### src/rtl/irq_event_ctrl.sv
module irq_event_ctrl #(
  parameter int DW = 8,
  parameter int AW = 3
) (
  input  logic          clk,
  input  logic          rst_n,
  input  logic [DW-1:0] cur_sec,
  input  logic [DW-1:0] cur_min,
  input  logic [DW-1:0] cur_hour,
  input  logic          tick_periodic,
  input  logic          upd_done,
  input  logic          wr_en,
  input  logic          rd_en,
  input  logic [AW-1:0] addr,
  input  logic [DW-1:0] wr_data,
  output logic [DW-1:0] rd_data,
  output logic          irq
);
  localparam logic [AW-1:0] OFS_ASEC = AW'(0);
  localparam logic [AW-1:0] OFS_AMIN = AW'(1);
  localparam logic [AW-1:0] OFS_AHR  = AW'(2);
  localparam logic [AW-1:0] OFS_ENA  = AW'(3);
  localparam logic [AW-1:0] OFS_STAT = AW'(4);
  localparam int LOW_W = DW - 4;

  logic [DW-1:0] alm_sec, alm_min, alm_hr;
  logic [2:0]    ena;
  logic [2:0]    flg;
  logic          hit, stat_rd, summ;
  logic [2:0]    ev;

  function automatic logic fld_match(input logic [DW-1:0] alm, input logic [DW-1:0] cur);
    return (alm[DW-1:DW-2] == 2'b11) || (alm == cur);
  endfunction

  assign hit     = upd_done && fld_match(alm_sec, cur_sec) &&
                   fld_match(alm_min, cur_min) && fld_match(alm_hr, cur_hour);
  assign ev      = {tick_periodic, hit, upd_done};
  assign stat_rd = rd_en && (addr == OFS_STAT);
  assign summ    = |(flg & ena);
  assign irq     = summ;

  always_ff @(posedge clk) begin
    if (!rst_n) begin
      alm_sec <= '0;
      alm_min <= '0;
      alm_hr  <= '0;
      ena     <= '0;
    end else if (wr_en) begin
      case (addr)
        OFS_ASEC: alm_sec <= wr_data;
        OFS_AMIN: alm_min <= wr_data;
        OFS_AHR:  alm_hr  <= wr_data;
        OFS_ENA:  ena     <= wr_data[DW-2:DW-4];
        default:  ;
      endcase
    end
  end

  always_ff @(posedge clk) begin
    if (!rst_n) flg <= '0;
    else        flg <= (stat_rd ? 3'b000 : flg) | ev;
  end

  always_comb begin
    case (addr)
      OFS_ASEC: rd_data = alm_sec;
      OFS_AMIN: rd_data = alm_min;
      OFS_AHR:  rd_data = alm_hr;
      OFS_ENA:  rd_data = {1'b0, ena, {LOW_W{1'b0}}};
      OFS_STAT: rd_data = {summ, flg, {LOW_W{1'b0}}};
      default:  rd_data = '0;
    endcase
  end

  assert_pf_set_R1: assert property (@(posedge clk) disable iff (!rst_n)
    tick_periodic |=> flg[2]);
  assert_uf_set_R2: assert property (@(posedge clk) disable iff (!rst_n)
    upd_done |=> flg[0]);
  assert_af_cause_R3: assert property (@(posedge clk) disable iff (!rst_n)
    $rose(flg[1]) |-> $past(upd_done));
  assert_read_clear_R7: assert property (@(posedge clk) disable iff (!rst_n)
    (stat_rd && !tick_periodic && !upd_done) |=> (flg == 3'b000 && !irq));
  assert_stat_nowrite_R9: assert property (@(posedge clk) disable iff (!rst_n)
    (wr_en && addr == OFS_STAT && !rd_en && !tick_periodic && !upd_done) |=> $stable(flg));
  assert_irq_src_R6: assert property (@(posedge clk) disable iff (!rst_n)
    irq |-> (flg != 3'b000));
endmodule

### config.mk
export PLATFORM = sky130hd
export DESIGN_NAME = irq_event_ctrl
export DESIGN_NICKNAME = d
export VERILOG_FILES = /design/src/rtl/irq_event_ctrl.sv
export SDC_FILE = /design/constraint.sdc
export NUM_CORES = 1
export LEC_CHECK = 0
export ABC_AREA = 1
export BUFFER_PORTS_ARGS = -buffer_cell sky130_fd_sc_hd__clkbuf_2
export CAP_MARGIN = 25
export CORE_MARGIN = 2
export CORE_UTILIZATION = 57
export CTS_BUF_LIST = sky130_fd_sc_hd__clkbuf_4
export DETAILED_ROUTE_END_ITERATION = 12
export HOLD_SLACK_MARGIN = 0.15
export PLACE_DENSITY_LB_ADDON = 0.2
export SLEW_MARGIN = 20
export SYNTH_ARGS = -nofsm -noshare
export SYNTH_HDL_FRONTEND = slang
export SYNTH_SLANG_ARGS = --single-unit
export TNS_END_PERCENT = 50
### constraint.sdc
create_clock -name clk -period 3.15 [get_ports clk]
set_input_delay 0.315 -clock clk [delete_from_list [all_inputs] [get_ports clk]]
set_output_delay 0.315 -clock clk [all_outputs]
set_load 0.05 [all_outputs]
### Word level (Yosys, flattened, before mapping)

Cells that the tools add are included.

| operators by class | value |
|---|---|
| equality and inequality tests | 10 |
| multiplexer cells | 2 |
| bitwise gates (word level) | 2 |
| reduce and logical (&&, ||, !) cells | 13 |

Operators by type and width:

| operator | number |
|---|---|
| $pmux 8 s5 | 1 |
| $eq 8x8->1 | 3 |
| $reduce_and 2->1 | 4 |
| $eq 2x2->1 const B | 3 |
| $eq 3x2->1 const B | 2 |
| $logic_and 1x1->1 | 4 |
| $and 3x3->3 | 1 |
| $eq 3x1->1 const B | 1 |
| $eq 3x3->1 const B | 1 |
| $logic_not 3->1 | 1 |
| $logic_or 1x1->1 | 3 |
| $mux 3 | 1 |
| $or 3x3->3 | 1 |
| $reduce_or 3->1 | 1 |

| word-level totals | value |
|---|---|
| bits in registers | 30 |
| bits of input ports | 41 |
| output and inout port bits | 9 |
| word-level logic and storage cells | 32 |

### Depth between registers and ports, before layout

Gate-level depths: netlist of the first run.

| logic depth | value |
|---|---|
| depth after elaboration | 6 |
| mapped depth | 11 |
| gate-level depth less buffers | 11 |

### Worst setup path after synthesis of the first run

OpenSTA, ideal clock, no wires.

| timing path | value |
|---|---|
| path type | reg2out |
| from | register ena[0] |
| to | output port rd_data[7] |
| data arrival time | 1.716 ns |
| required time | 2.835 ns |
| setup slack | 1.119 ns |
| cell stages (with the launch flop) | 5 |
| path buffers | 0 |
| path through | dfxtp_1 -> inv_1 -> o211ai_1 -> nand2_1 -> o2111ai_1 |

| between the ends | value |
|---|---|
| word-level cells in the longest chain between the ends | 3 |

RTL lines:

| what | RTL line | RTL |
|---|---|---|
| from (decl) | 27 | `logic [2:0] ena;` |
| from (signal assigned) | 54 | `OFS_ENA: ena <= wr_data[DW-2:DW-4];` |
| $and 3x3->3 | 40 | `assign summ = \|(flg & ena);` |
| $reduce_or 3->1 | 40 |  |
| via irq | 17 | `output logic irq` |
| $pmux 8 s5 | 66 | `case (addr)` |
| to (decl) | 16 | `output logic [DW-1:0] rd_data,` |

The timed path passes the listed nets, and every way through them passes these cells.

### Worst setup path after layout of the first run

| timing path | value |
|---|---|
| from | input port addr[1] |
| to | output port rd_data[4] |

| between the ends | value |
|---|---|
| word-level cells in the longest chain between the ends | 2 |
| elaborated cells between the ends (all ways) | 6 |
| those cells by class | 4 x eq/ne; 1 x mux; 1 x reduce/logical |

RTL lines:

| what | RTL line | RTL |
|---|---|---|
| from (decl) | 14 | `input logic [AW-1:0] addr,` |
| $eq 3x3->1, or another cell as far along | 66 |  |
| $pmux 8 s5 (*) | 66 |  |

Every way passes the cells marked *; elsewhere a longest branch is shown, timed or not.

==> impl_metrics.yaml, run 1 <==
outcome:
  outcome: "finished, violations left"
  violations: "DRC"
timing:
  finalSetupViolations: 0
  worstMarginPinSlew_ns: 0.415
  final.period_utilization_pct: 60.4
  drv_slew: 0
  skew_ns: 0.00202
  slew_headroom_pct: 72.3
  hold_violations: 0
  layout_min_cycle_time_ns: 1.90
  setup_tns_ns: 0
  rsz0062_at_grt: "false"
  fmax_mhz: 525
logic_synthesis:
  syn-num-nets: 304
  ys_warn_count: 0
  ys_ff_latch: 30
  syn_avg_cell_area_um2: 6.46
  synth_seq_area_share_pct: 35.3
  synth_cell_type_count: 21
  syn-instance-count: 263
  syn-cell-area_um2: 1700
global_routing:
  antenna_found_initial: 0
  grt_pass1_wl_um: 6880
  grt_start_max_net_pins: 27
  grt_pass1_vias: 1581
  grt_usage_pct: 26.5
  overflow: 0
drt:
  drt_first_pass_iters: 8
  dr.first_iter.drc_count: 102
  drt-total-wl_um: 4100
  dr_total_vias: 1824
  ant_nets: 0
  wl_per_cell_um: 11.8
  drc_errors: 2
  vias_per_cell: 5.26
critical_path:
  setup.worst_path.class: "in2out"
  cp-end-kind: "output port"
  start_kind: "input port"
  critical_path_required_ns: 2.83
  path_max_fanout: 7
  slowest_delay_ns: 0.33
  cp_slowest_cell: "a221oi_1"
  crit_chain: "clkbuf_2 -> inv_1 -> nor2_1 -> nand2_1 -> inv_1 -> a221oi_1 -> o21ai_0 -> clkbuf_2"
  cp.arrival_ns: 1.59
place:
  port_buffers: 49
  dp_hpwl_um: 3250
  place_congestion: 0.893
  place_inst: 339
  place_area_um2: 1950
finish:
  diodes: 0
  layout_commonest_cell: "nand2_1"
  fin_cells: 347
  post-route-util_pct: 71.5
  syn2layout_area_growth_pct: 18.1
  final_cell_mix: "nand2_1, clkbuf_2, nor2_1"
  drive_gt1_share_pct: 20.9
  nets: 356
  fin_area_um2: 2010
die:
  die_height_um: 58.6
  start_util_pct: 60.6
  num_rows: 19
  core-area_um2: 2810
  dieArea_um2: 3430
  io_pins: 50
  die_w_um: 58.6
clock_tree:
  clock_latency_ns: 0.33
  root_buffer: "clkbuf_4"
  cts_tree: "done"
  hold_buffers: 0
  clkTransAtPathRegs_ns: 0.09
  cts_made_buffers: 5
  cts.htree.levels: 2
  clk_path_buf_depth: 2
  postCtsSetupRepairBufs: 0
  clock-sinks: 30
  cts_resized: 0
pwr:
  p_per_area_nw_per_um2: 379
  vdd_drop_max_v: 0.000244
  leakage_nw: 0.974
  finalPower_uw: 760
min_path:
  hold_path.class: "in2reg"
run:
  maxCapViolCount: 0
logic make-up (layout without fill, tap and decap cells):
kind of cell,after synthesis,after routing,synth area share [%]
AND/OR/NAND/NOR,120,120,28.6
buffers and inverters,42,95,10.2
XOR/XNOR,14,14,7.22
AO/OA/AOI/OAI,57,57,18.7
flip-flops,30,30,35.3
power by group:
| group | switching [mW] | internal [mW] | leakage, nW |
|---|---|---|---|
| combinational | 0.0784 | 0.0512 | 0.697 |
| clock | 0.135 | 0.0922 | 0.0331 |
| sequential | 0.0109 | 0.393 | 0.244 |
synthesized netlist by cell type:
master | instances | area (um^2)
a21oi_1 | 20 | 100
a221oi_1 | 1 | 8.76
buf_6 | 2 | 22.5
clkbuf_1 | 2 | 7.51
dfxtp_1 | 30 | 601
inv_1 | 34 | 128
inv_2 | 4 | 15.0
nand2_1 | 78 | 293
nand2_2 | 2 | 12.5
nand3_1 | 2 | 10.0
nor2_1 | 35 | 131
nor2_4 | 2 | 22.5
nor3_4 | 1 | 16.3
o2111ai_1 | 1 | 8.76
o211ai_1 | 6 | 45.0
o21ai_0 | 24 | 120
o21ai_1 | 1 | 5.00
o21ai_2 | 1 | 8.76
o221ai_1 | 1 | 8.76
o22ai_1 | 2 | 12.5
xnor2_1 | 14 | 123
worst max-delay path, delay by kind of cell:
family | cells | cell delay, ns
buf+inv | 4 | 0.60
compound gates | 2 | 0.48
simple gates | 2 | 0.20
per-stage QoR:
step	setup slack [ns]	hold slack [ns]
floorplan	1.12	0.432
global placement	1.33	0.462
detailed placement	1.27	0.479
CTS	1.26	0.183
global route	1.09	0.204
finish	1.25	0.184
final timing paths:
check / from / to / slack (ns) / cells after the start
worst min register to register: ena[2] / ena[2] / 0.49 / 2
worst max-delay path: addr[1] / rd_data[4] / 1.25 / 8
worst min-delay path: tick_periodic / flg[2] / 0.18 / 3
worst max register to register: alm_min[0] / flg[1] / 1.99 / 9
flip-flops by register name (all words and copies together), names as in the netlist:
name / count
alm_hr: 8
alm_min: 8
ena: 3
alm_sec: 8
flg: 3
routing by layer:
metal / GRT usage, % / vias up / share of wire (%)
met3: 4.84 / 16 / 11
met5: 0 / - / 0
li1: - / 936 / -
met2: 41.7 / 95 / 44
met4: 13.3 / 0 / 2.2
met1: 34.8 / 777 / 43
layout make-up:
class / count / area [um^2]
multi-input cells: 191 / 926
fillers: 259 / 798
flip-flops and latches: 30 / 601
repair buffers: 49 / 245
inverters: 38 / 143
clock buffers: 6 / 45.0
well taps: 31 / 38.8
clock inverters: 2 / 8.76
Power figures use the tool's default switching activity.
==> run 2, diff against run 1 <==
--- a/config.mk
+++ b/config.mk
@@ -5,11 +5,11 @@
 export SDC_FILE = /design/constraint.sdc
 export NUM_CORES = 1
 export LEC_CHECK = 0
-export ABC_AREA = 1
+export ABC_AREA = 0
 export BUFFER_PORTS_ARGS = -buffer_cell sky130_fd_sc_hd__clkbuf_2
 export CAP_MARGIN = 25
 export CORE_MARGIN = 2
-export CORE_UTILIZATION = 57
+export CORE_UTILIZATION = 54
 export CTS_BUF_LIST = sky130_fd_sc_hd__clkbuf_4
 export DETAILED_ROUTE_END_ITERATION = 12
 export HOLD_SLACK_MARGIN = 0.15
==> constraint.sdc (replaced) <==
create_clock -name clk -period 1.8 [get_ports clk]
set_input_delay 0.18 -clock clk [delete_from_list [all_inputs] [get_ports clk]]
set_output_delay 0.18 -clock clk [all_outputs]
set_load 0.05 [all_outputs]
==> impl_metrics.yaml, run 2 <==
drt:
  drc_errors: 0
  drt-total-wl_um: 4320
  dr.first_iter.drc_count: 56
  ant_nets: 0
  drt_first_pass_iters: 4
  wl_per_cell_um: 13.9
  dr_total_vias: 1630
  vias_per_cell: 5.24
critical_path:
  critical_path_required_ns: 1.62
  path_max_fanout: 3
  cp.arrival_ns: 1.64
  reg2reg_to: "flg[1]"
  setup.worst_path.class: "reg2out"
  cp.depth: 5
  cp_slowest_cell: "a222oi_1"
  crit_buf_inv: 1
  cp-end-kind: "output port"
  crit_chain: "a222oi_1 -> nor2_1 -> a21oi_2 -> o32ai_2 -> clkbuf_8"
  start_kind: "flip-flop"
  rr_startpoint: "alm_sec[7]"
  worstRegToRegCells: 4
  crit_family: "compound AO/OA/AOI/OAI gates"
  slowest_delay_ns: 0.43
  reg2reg_slack_ns: 0.41
die:
  core-area_um2: 3080
  io_pins: 50
  die_height_um: 61.2
  start_util_pct: 57.3
  num_rows: 20
  die_w_um: 61.2
  dieArea_um2: 3740
finish:
  diodes: 0
  layout_commonest_cell: "clkbuf_2"
  largestRegisters: "alm_hr: 8 flops, alm_min: 8 flops, alm_sec: 8 flops"
  drive_gt1_share_pct: 28.8
  final_cell_mix: "clkbuf_2, nand2_1, dfxtp_1"
  syn2layout_area_growth_pct: 27.0
  nets: 307
  fin_area_um2: 2240
  post-route-util_pct: 72.8
  fillers: 262
global_routing:
  grt_util_met2_pct: 43.2
  grt_pass1_vias: 1507
  grt_pass1_wl_um: 6860
  grt_busiest_layer: "met2"
  grt_start_max_net_pins: 32
  overflow: 0
  antenna_found_initial: 0
  gr-usage-met1_pct: 31.4
  grt.met3_usage_pct: 7.14
  grt_usage_pct: 25.4
clock_tree:
  cts_tree: "done"
  clock_latency_ns: 0.33
  cts_made_buffers: 5
  clkTransAtPathRegs_ns: 0.10
  clk_path_buf_depth: 2
  root_buffer: "clkbuf_4"
  clock-sinks: 30
  cts.htree.levels: 2
min_path:
  hold_path.class: "in2reg"
  holdPathStages: 4
  whs_endpoint: "flg[1]"
  hold_start: "rd_en"
place:
  dp_hpwl_um: 3280
  port_buffers: 49
  place_congestion: 0.868
  place_ws_ns: 0.261
  place_area_um2: 2040
logic_synthesis:
  syn-instance-count: 203
  async_reset_ff_share_pct: 0
  synth_cell_type_count: 29
  syn-num-nets: 244
  synth_edf_count: 0
  yosysMostFrequentCell: "nand2_1"
  synthTopCellsByCount: "nand2_1, dfxtp_1, xor2_1, mux2i_1, nor2b_1"
  synth_top_area_cell: "dfxtp_1"
  synth_top_area_share_pct: 34.0
  ys_warn_count: 0
  ys_ff_latch: 30
  synth_ff_type: "dfxtp_1"
  synth_seq_area_share_pct: 34.0
  syn-cell-area_um2: 1760
  syn_avg_cell_area_um2: 8.69
  synth_area_leaders: "dfxtp_1, xor2_1, mux2i_1"
timing:
  setup_tns_ns: -0.0289
  fmax_mhz: 550
  hold_violations: 0
  slew_headroom_pct: 66.5
  skew_ns: 0.0122
  whs_ns: 0.241
  worstMarginPinSlew_ns: 0.503
  layout_min_cycle_time_ns: 1.82
  finalWorstSetupSlack_ns: -0.0185
  final.period_utilization_pct: 101
  rsz0062_at_grt: "true"
  finalSetupViolations: 2
  drv_slew: 0
outcome:
  outcome: "finished, violations left"
  violations: "setup timing"
pwr:
  p_per_area_nw_per_um2: 592
  vdd_drop_max_v: 0.000465
  leakage_nw: 0.991
run:
  maxCapViolCount: 0
## run 2: cell count changes in the layout (fill, tap and decap cells not counted), sizes merged, moves of 6 or more
cell / before / now
nand2: 80 / 37
inv: 38 / 2
o21ai: 26 / 2
xor2: 0 / 24
nor2: 37 / 16
mux2i: 0 / 20
a21boi: 0 / 16
nor2b: 0 / 16
xnor2: 14 / 0
a21oi: 20 / 9
dlygate4sd3: 0 / 10
buf: 0 / 7
nor4: 0 / 6
o211ai: 6 / 0
## run 2: kinds of logic after synthesis
kind of cell           after synthesis  synth area share, %
flip-flops                          30                 34.0
AND/OR/NAND/NOR                     83                 24.0
buffers and inverters               11                 3.76
XOR/XNOR                            24                 11.9
AO/OA/AOI/OAI                       34                 13.7
multiplexers                        21                 12.6
## run 2: timing repair
action,in CTS,in global routing
endpoints found under the setup margin,2,2
resized for setup,8,3
hold buffers,10,0
buffers inserted,2,0
endpoints found under the hold margin,17,0
pin swaps,2,1
## run 2: layout make-up
class	count	area (um^2)	share of cell area (%)
multi-input combinational	162	1110	49.5
sequential	30	607	27.1
timing repair buffer	65	409	18.3
tap	44	55.1	2.46
clock buffer	6	45.0	2.01
clock inverter	2	8.76	0.391
inverter	2	7.51	0.335
## run 2: power breakdown
part           switching (mW)  internal (mW)  leakage (nW)  total [mW]
sequential             0.0153          0.680         0.245       0.695
combinational           0.123          0.111         0.713       0.234
clock                   0.236          0.162        0.0331       0.397
total                   0.374          0.953         0.991        1.33
## run 2: worst register-to-register path: stages, from the launching register on
cell and delay [ns]:
dfxtp_1 0.36, xor2_1 0.17, nor4_1 0.32, a22oi_1 0.13, o41ai_2 0.31
## run 2: stage by stage
stage,power (mW),cells
finish,1.33,311
global route,1.37,311
CTS,1.32,311
detailed placement,0.922,291
global placement,0.918,291
floorplan,0.836,203
## run 2: metal layers
layer | share of wire, % | wire length [um]
met2 | 48 | 2090
met3 | 5.1 | 220
met4 | 1.7 | 72
met1 | 45 | 1940
met5 | 0 | 0
## run 2: worst max-delay path by stage
stage             from         end  slack [ns]
5_1_grt         flg[2]  rd_data[7]       -0.09
3_5_place_dp    flg[2]  rd_data[7]        0.26
3_3_place_gp   addr[1]  rd_data[6]        0.29
4_1_cts         ena[2]  rd_data[6]       -0.01
6_report        flg[2]  rd_data[7]       -0.02
2_1_floorplan  addr[1]  rd_data[4]       -0.11
==> run 3, diff against run 2 <==
--- a/config.mk
+++ b/config.mk
@@ -8,8 +8,10 @@
 export ABC_AREA = 0
 export BUFFER_PORTS_ARGS = -buffer_cell sky130_fd_sc_hd__clkbuf_2
 export CAP_MARGIN = 25
+export CELL_PAD_IN_SITES_DETAIL_PLACEMENT = 0
+export CELL_PAD_IN_SITES_GLOBAL_PLACEMENT = 2
 export CORE_MARGIN = 2
-export CORE_UTILIZATION = 54
+export CORE_UTILIZATION = 31
 export CTS_BUF_LIST = sky130_fd_sc_hd__clkbuf_4
 export DETAILED_ROUTE_END_ITERATION = 12
 export HOLD_SLACK_MARGIN = 0.15
==> impl_metrics.yaml, run 3 (synthesis results as in run 2) <==
timing:
  final.period_utilization_pct: 101
  drv_slew: 0
  rsz0062_at_grt: "true"
  slew_headroom_pct: 70.5
  worstMarginPinSlew_ns: 0.441
  finalWorstSetupSlack_ns: -0.0195
  skew_ns: 0.00711
  fmax_mhz: 550
  hold_violations: 0
  finalSetupViolations: 1
  layout_min_cycle_time_ns: 1.82
global_routing:
  antenna_found_initial: 0
  grt_pass1_wl_um: 8080
  grt_start_max_net_pins: 18
  grt_pass1_vias: 1586
  grt_usage_pct: 17.0
  overflow: 0
place:
  place_area_um2: 2080
  port_buffers: 49
  dp_hpwl_um: 3920
  place_congestion: 0.782
  place_ws_ns: 0.254
outcome:
  violations: "setup timing"
  outcome: "finished, violations left"
drt:
  dr.first_iter.drc_count: 58
  dr_total_vias: 1579
  wl_per_cell_um: 14.7
  ant_nets: 0
  drc_errors: 0
  drt-total-wl_um: 4950
  vias_per_cell: 4.69
  drt_first_pass_iters: 4
die:
  num_rows: 27
  dieArea_um2: 6310
  start_util_pct: 32.0
  core-area_um2: 5510
  die_w_um: 79.4
  io_pins: 50
  die_height_um: 79.4
clock_tree:
  clk_path_buf_depth: 2
  clock_latency_ns: 0.32
  root_buffer: "clkbuf_4"
  clock-sinks: 30
  cts.htree.levels: 2
  cts_made_buffers: 5
  cts_tree: "done"
  clkTransAtPathRegs_ns: 0.10
run:
  maxCapViolCount: 0
pwr:
  leakage_nw: 0.996
  p_per_area_nw_per_um2: 650
  vdd_drop_max_v: 0.000295
finish:
  drive_gt1_share_pct: 29.1
  nets: 305
  syn2layout_area_growth_pct: 29.7
  fin_area_um2: 2290
  layout_commonest_cell: "clkbuf_2"
  diodes: 0
  final_cell_mix: "clkbuf_2, nand2_1, dfxtp_1"
  largestRegisters: "alm_hr: 8 flops, alm_min: 8 flops, alm_sec: 8 flops"
critical_path:
  cp-end-kind: "output port"
  reg2reg_slack_ns: 0.39
  cp.arrival_ns: 1.64
  start_kind: "flip-flop"
  setup.worst_path.class: "reg2out"
  critical_path_required_ns: 1.62
  path_max_fanout: 4
min_path:
  hold_path.class: "in2reg"
[run 3: cell types whose count changed in the layout (fill, tap and decap cells not counted), sizes merged]
cell	change
buf	-2
bufinv	+1
clkbuf	+2
dlygate4sd3	-1
clkinv	-2
[run 3: layout make-up]
type                       instances  area [um^2]
multi-input combinational        162         1110
clock buffer                       7         52.6
clock inverter                     1         30.0
sequential                        30          609
inverter                           2         7.51
tap                               72         90.1
timing repair buffer              63          390
fill                             596         3220
[run 3: path summary, 6_finish.rpt]
check        startpoint    endpoint  cells after the start
min reg2reg  alm_min[3]  alm_min[3]                      2
max reg2reg  alm_sec[7]      flg[1]                      4
max          alm_sec[6]  rd_data[6]                      4
min          wr_data[5]  alm_min[5]                      3
[run 3: critical path, cell delays in order (launching register included)]
cell and delay, ns:
dfxtp_2 0.36, mux4_2 0.44, nor2b_1 0.14, a31o_1 0.21
clkbuf_8 0.17
[run 3: metrics by stage]
stage | setup TNS, ns | utilization (%) | total power, mW | hold slack (ns) | std cells
floorplan | -0.213 | - | 0.836 | 0.315 | 203
global placement | 0 | 37.7 | 0.929 | 0.417 | 319
detailed placement | 0 | 37.7 | 0.929 | 0.419 | 319
CTS | -0.0770 | 41.5 | 1.51 | 0.161 | 337
global route | -0.191 | 41.6 | 1.56 | 0.156 | 337
finish | -0.0195 | 41.6 | 1.49 | 0.157 | 337
[run 3: timing repair]
action                                 4_1_cts  5_1_grt
hold buffers                                 9        0
pin swaps                                    4        2
buffers inserted                             1        0
gates resized for setup                      9        2
endpoints found under the hold margin       16        0
setup endpoints to repair                    2        2
[run 3: per-layer routing]
layer | vias up | share of wire [%] | global-route usage (%)
li1 | 813 | - | -
met1 | 715 | 44 | 21.9
met2 | 46 | 50 | 28.4
met3 | 5 | 5.4 | 4.19
met4 | 0 | 0.85 | 4.14
met5 | - | 0 | 0
[run 3: power by group]
group | internal (mW) | switching (mW)
clock network | 0.325 | 0.236
logic | 0.109 | 0.123
registers | 0.679 | 0.0159
